`config.mk`:
```
export PLATFORM = sky130hd
export DESIGN_NAME = keyed_watchdog
export DESIGN_NICKNAME = d
export VERILOG_FILES = /design/src/rtl/wdt_pkg.sv /design/src/rtl/wdt_interval_decode.sv /design/src/rtl/wdt_key_check.sv /design/src/rtl/wdt_pulse_stretch.sv /design/src/rtl/keyed_watchdog.sv
export SDC_FILE = /design/constraint.sdc
export NUM_CORES = 1
export LEC_CHECK = 0
export ABC_AREA = 1
export BUFFER_PORTS_ARGS = -buffer_cell sky130_fd_sc_hd__buf_2
export CAP_MARGIN = 10
export CORE_ASPECT_RATIO = 0.75
export CORE_UTILIZATION = 25
export DETAILED_ROUTE_END_ITERATION = 6
export GPL_TIMING_DRIVEN = 0
export PLACE_DENSITY_LB_ADDON = 0.05
export REMOVE_ABC_BUFFERS = 1
export SYNTH_ARGS = -nofsm -noshare
export SYNTH_HDL_FRONTEND = slang
export SYNTH_HIERARCHICAL = 1
export SYNTH_SLANG_ARGS = --single-unit
```
`constraint.sdc`:
```
create_clock -name clk -period 4.1 [get_ports clk]
set_clock_uncertainty 0.15 [all_clocks]
set_input_delay 0.41 -clock clk [delete_from_list [all_inputs] [get_ports clk]]
set_output_delay 0.41 -clock clk [all_outputs]
set_load 0.005 [all_outputs]
```
`src/rtl/wdt_pkg.sv`:
```
package wdt_pkg;
    localparam int CODE_W    = 4;
    localparam int HALF_W    = 6;
    localparam int NUM_CODES = 12;
    localparam logic [11:0] RESTART_KEY = 12'hA57;

    typedef struct packed {
        logic [CODE_W-1:0] code;
        logic              rst_allow;
        logic              en;
    } mode_t;
endpackage

```
`src/rtl/wdt_interval_decode.sv`:
```
module wdt_interval_decode
    import wdt_pkg::*;
(
    input  logic [CODE_W-1:0] code_i,
    output logic [HALF_W-1:0] halves_o,
    output logic              valid_o
);
    // Non-linear table: linear steps of two below code 7, steps of four above.
    always_comb begin
        valid_o = (int'(code_i) < NUM_CODES);
        if (!valid_o) begin
            halves_o = '0;
        end else if (code_i == '0) begin
            halves_o = HALF_W'(1);
        end else if (code_i <= CODE_W'(6)) begin
            halves_o = HALF_W'({code_i, 1'b0});
        end else begin
            halves_o = HALF_W'(16) + HALF_W'({code_i - CODE_W'(7), 2'b00});
        end
    end
endmodule

```
`src/rtl/wdt_key_check.sv`:
```
module wdt_key_check
    import wdt_pkg::*;
(
    input  logic        ctrl_wr_i,
    input  logic [12:0] data_i,
    input  logic        running_i,
    output logic        reload_o
);
    logic key_ok;

    always_comb begin
        key_ok   = (data_i[12:1] == RESTART_KEY);
        // The key matters only while the counter is live.
        reload_o = ctrl_wr_i && data_i[0] && (!running_i || key_ok);
    end
endmodule

```
`src/rtl/wdt_pulse_stretch.sv`:
```
module wdt_pulse_stretch #(
    parameter int CYCLES = 64
) (
    input  logic clk,
    input  logic rst_n,
    input  logic fire_i,
    output logic pulse_o
);
    localparam int CNT_W = $clog2(CYCLES + 1);

    logic [CNT_W-1:0] cnt_d, cnt_q;

    always_comb begin
        cnt_d = cnt_q;
        if (fire_i) begin
            cnt_d = CNT_W'(CYCLES);
        end else if (cnt_q != '0) begin
            cnt_d = cnt_q - CNT_W'(1);
        end
    end

    always_ff @(posedge clk or negedge rst_n) begin
        if (!rst_n) begin
            cnt_q <= '0;
        end else begin
            cnt_q <= cnt_d;
        end
    end

    assign pulse_o = (cnt_q != '0);
endmodule

```
`src/rtl/keyed_watchdog.sv`:
```
module keyed_watchdog
    import wdt_pkg::*;
#(
    parameter int TICKS_PER_HALF = 12_000_000,
    parameter int RST_CYCLES     = 64
) (
    input  logic        clk,
    input  logic        rst_n,
    input  logic        tick_i,
    input  logic [12:0] wr_data_i,
    input  logic        mode_wr_i,
    input  logic        ctrl_wr_i,
    input  logic        irqen_wr_i,
    input  logic        irqsta_wr_i,
    output logic        sys_rst_o,
    output logic        irq_o,
    output logic [6:0]  rd_mode_o,
    output logic        rd_irq_en_o,
    output logic        rd_irq_pend_o
);
    localparam int PRE_W = (TICKS_PER_HALF > 1) ? $clog2(TICKS_PER_HALF) : 1;
    localparam logic [PRE_W-1:0] PRE_LAST = PRE_W'(TICKS_PER_HALF - 1);

    typedef struct packed {
        logic [PRE_W-1:0]  pre;
        logic [HALF_W-1:0] half;
        mode_t             mode;
        logic              irq_en;
        logic              pend;
    } state_t;

    state_t st_d, st_q;

    logic [HALF_W-1:0] halves;
    logic              code_ok;
    logic              running;
    logic              reload;
    logic              pre_last;
    logic              half_last;
    logic              expire;
    logic              rst_fire;
    logic              irq_set;

    wdt_interval_decode u_decode (
        .code_i   (st_q.mode.code),
        .halves_o (halves),
        .valid_o  (code_ok)
    );

    assign running = st_q.mode.en && code_ok;

    wdt_key_check u_key (
        .ctrl_wr_i (ctrl_wr_i),
        .data_i    (wr_data_i),
        .running_i (running),
        .reload_o  (reload)
    );

    always_comb begin
        st_d      = st_q;
        pre_last  = (st_q.pre == PRE_LAST);
        half_last = (st_q.half == halves - HALF_W'(1));
        // A reload taken on the terminal edge suppresses that expiry.
        expire    = running && tick_i && pre_last && half_last && !reload;
        rst_fire  = expire && st_q.mode.rst_allow;
        irq_set   = expire && !st_q.mode.rst_allow;

        if (mode_wr_i) begin
            st_d.mode.en        = wr_data_i[0];
            st_d.mode.rst_allow = wr_data_i[1];
            st_d.mode.code      = wr_data_i[6:3];
        end
        if (irqen_wr_i) begin
            st_d.irq_en = wr_data_i[0];
        end

        if (reload) begin
            st_d.pre  = '0;
            st_d.half = '0;
        end else if (running && tick_i) begin
            if (pre_last) begin
                st_d.pre  = '0;
                st_d.half = half_last ? '0 : st_q.half + HALF_W'(1);
            end else begin
                st_d.pre  = st_q.pre + PRE_W'(1);
            end
        end

        if (irqsta_wr_i && wr_data_i[0]) begin
            st_d.pend = 1'b0;
        end
        if (irq_set) begin
            st_d.pend = 1'b1;
        end
    end

    always_ff @(posedge clk or negedge rst_n) begin
        if (!rst_n) begin
            st_q                <= '0;
            st_q.mode.rst_allow <= 1'b1;
        end else begin
            st_q <= st_d;
        end
    end

    wdt_pulse_stretch #(.CYCLES(RST_CYCLES)) u_stretch (
        .clk     (clk),
        .rst_n   (rst_n),
        .fire_i  (rst_fire),
        .pulse_o (sys_rst_o)
    );

    assign irq_o         = st_q.pend && st_q.irq_en;
    assign rd_mode_o     = {st_q.mode.code, 1'b0, st_q.mode.rst_allow, st_q.mode.en};
    assign rd_irq_en_o   = st_q.irq_en;
    assign rd_irq_pend_o = st_q.pend;
endmodule

```
==> metrics.yaml <==
synth-xor-area-share: 0.0275
htreeDepth: 2
worst_ep_required_time_ns: 4.16
drv_cap: 0
first_pass_iters: 4
synth-seq-cells: 45
die-area_mm2: 0.0132
dr_total_vias: 2808
maxSlewViolCount: 0
outcome: "finished clean"
synth-compound-area-share: 0.0523
mostFrequentLayoutCells: "nand2_1, inv_1, nor2_1"
cp-start-kind: "register"
setup_ws_ns: 1.09
clock_sinks: 45
synth_fa_ha_area_frac: 0.0236
arrival_ns: 3.08
dieHeight_um: 99.7
insertion_delay_ns: 0.29
final-setup-viol-count: 0
n_antenna_cell: 0
critical_path_peak_fanout: 7
antenna_left: 0
powerDensity_mw_per_mm2: 329
p_total_w: 0.00120
portBuffers: 29
die_w_um: 132
synth_top_area_frac: 0.346
synth_mux_area_frac: 0.0142
grt_max_degree: 46
stdcell_area_mm2: 0.00365
ctsResizeCount: 0
max_freq_ghz: 0.332
pre_cts_slack_ns: 1.04
synth.cell_area_mm2: 0.00318
fin_nets: 519
drt_wl_total_um: 8100
leakagePower_nw: 1.84
dp.cells: 650
io_pins: 31
critical_path_class: "reg -> reg"
grt.overflow.total: 0
synth_top_family_by_area: "simple AND/OR/NAND/NOR gates"
fp-row-count: 35
mostFrequentLayoutCell: "nand2_1"
grt_usage: 0.133
finalCritPeriodShare: 0.735
root_buffer: "clkbuf_16"
synth_cell_types: 35
yosysTopAreaCell: "dfrtp_1"
cts_setup_buffers: 0
final.setup.tns_ns: 0
vdd_drop_max_uv: 217
post-dp-hpwl_um: 6160
worstSetupEndpointType: "register"
antenna_found_initial: 0
core-area_mm2: 0.0123
synthSimpleGateAreaFrac: 0.416
cts_buffer_depth: 2
seq_area_frac_synth: 0.355
wl_per_cell_um: 12.3
hold_class: "in -> reg"
syn_inst: 466
drive_gt1_frac: 0.164
grt_pass1_wl_um: 13600
grt_pass1_vias: 2697
min_period_ns: 3.01
synthTopCellsByArea: "dfrtp_1, nand2_1, inv_1"
nFillCells: 1405
finalNonFillerCells: 660
cts_buffers: 5
syn_avg_cell_area_um2: 6.82
yosysWarnings: 6
path_clk_slew_ns: 0.07
gp_congestion: 0.775
hold_violations: 0
cts_tree: "yes"
drt_iter0_markers: 93
via_per_inst: 4.25
rsz0062_at_grt: "false"
post_dp_cell_area_mm2: 0.00345
start_util: 0.257
rrSetupSlack_ns: 1.09
areaGrowthSynthToFinish_pct: 14.8
drc: 0
final timing paths:
path                              start                  to  depth (start not counted)
setup / recovery           rd_mode_o[3]  u_stretch/cnt_q[3]                         20
hold / removal               irqen_wr_i         rd_irq_en_o                          2
setup reg to reg           rd_mode_o[3]  u_stretch/cnt_q[3]                         20
hold reg to reg                st_q[15]            st_q[15]                          2
max in group asynchronous         rst_n        rd_mode_o[1]                          3
min in group asynchronous         rst_n            st_q[17]                          2
cell families after synthesis:
logic type,Yosys count
xor+xnor,10
compound gates,28
simple gates,290
mux,4
other cells,1
fa+ha+maj,6
flops,45
buf+inv,82
metal layers:
layer  wire length (um)  GRT usage  part of all wire  vias to the layer above
met5                  0          0                 0                        -
met2               2940      0.188              0.36                       45
met3                302     0.0265             0.037                        5
met1               4800      0.204              0.59                     1259
met4                 56     0.0265            0.0069                        0
li1                   -          -                 -                     1499
synthesized netlist by cell type:
library cell    n
conb_1          1
nand4_2         1
inv_1          64
nand4_1         8
nor3_1          5
nand2_1       137
o21ai_4         1
nand2_4         1
clkbuf_1        1
nand3_1        41
or2_2           1
o22ai_1         1
nor2_2         10
buf_6           2
nand3b_1        3
nand3_4         1
nand2_2         6
o21bai_1        2
xnor2_1         3
and3_1          3
dfrtp_1        44
xor2_1          7
o21ai_0         8
a21oi_1        11
mux2_2          4
a31oi_1         1
a21oi_2         2
dfstp_2         1
nor2_1         64
inv_2           7
buf_4           8
o21ai_1         2
ha_1            6
nor2_4          6
nand3_2         3
what timing repair did:
| action | in CTS | in global routing |
|---|---|---|
| hold endpoints to repair | 0 | 8 |
| hold buffers | 0 | 1 |
| setup endpoints to repair | 0 | 0 |
registers in the layout (all words and copies together), names as in the netlist:
name             flops
u_stretch/cnt_q      7
rd_irq_pend_o        1
rd_mode_o            6
st_q                30
rd_irq_en_o          1
power breakdown:
part           total (W)  switching, W  internal [W]
combinational   0.000209      0.000132     0.0000763
sequential      0.000510     0.0000339      0.000476
clock           0.000482      0.000177      0.000305
worst max-delay path, cell delays in order, from the launching register on:
cell,delay [ns]
dfrtp_1,0.44
inv_1,0.08
ha_1,0.19
nand2_1,0.08
inv_1,0.07
nor2_1,0.17
inv_1,0.06
ha_1,0.30
nand2_1,0.07
inv_1,0.03
nor2_1,0.11
nand2_1,0.07
nor2_1,0.12
nand2_1,0.07
nor2_1,0.12
nand3_1,0.08
nor2_1,0.18
inv_1,0.18
nand4_2,0.18
inv_1,0.08
nor2_1,0.10
per-stage QoR:
stage / util / hold slack (ns)
finish: 0.295 / 0.151
floorplan: - / -0.0356
global route: 0.295 / 0.151
global placement: 0.279 / 0.352
CTS: 0.293 / 0.144
detailed placement: 0.279 / 0.349
final cells by class:
class / count / area (um^2) / share of cell area
Clock buffer: 7 / 143 / 0.0391
Clock inverter: 1 / 30.0 / 0.00823
Sequential cell: 45 / 1130 / 0.309
Timing Repair Buffer: 31 / 175 / 0.0480
Inverter: 71 / 267 / 0.0730
Tap cell: 166 / 208 / 0.0569
Multi-Input combinational cell: 339 / 1700 / 0.466
Note: power is estimated with default switching activity, not from simulation.
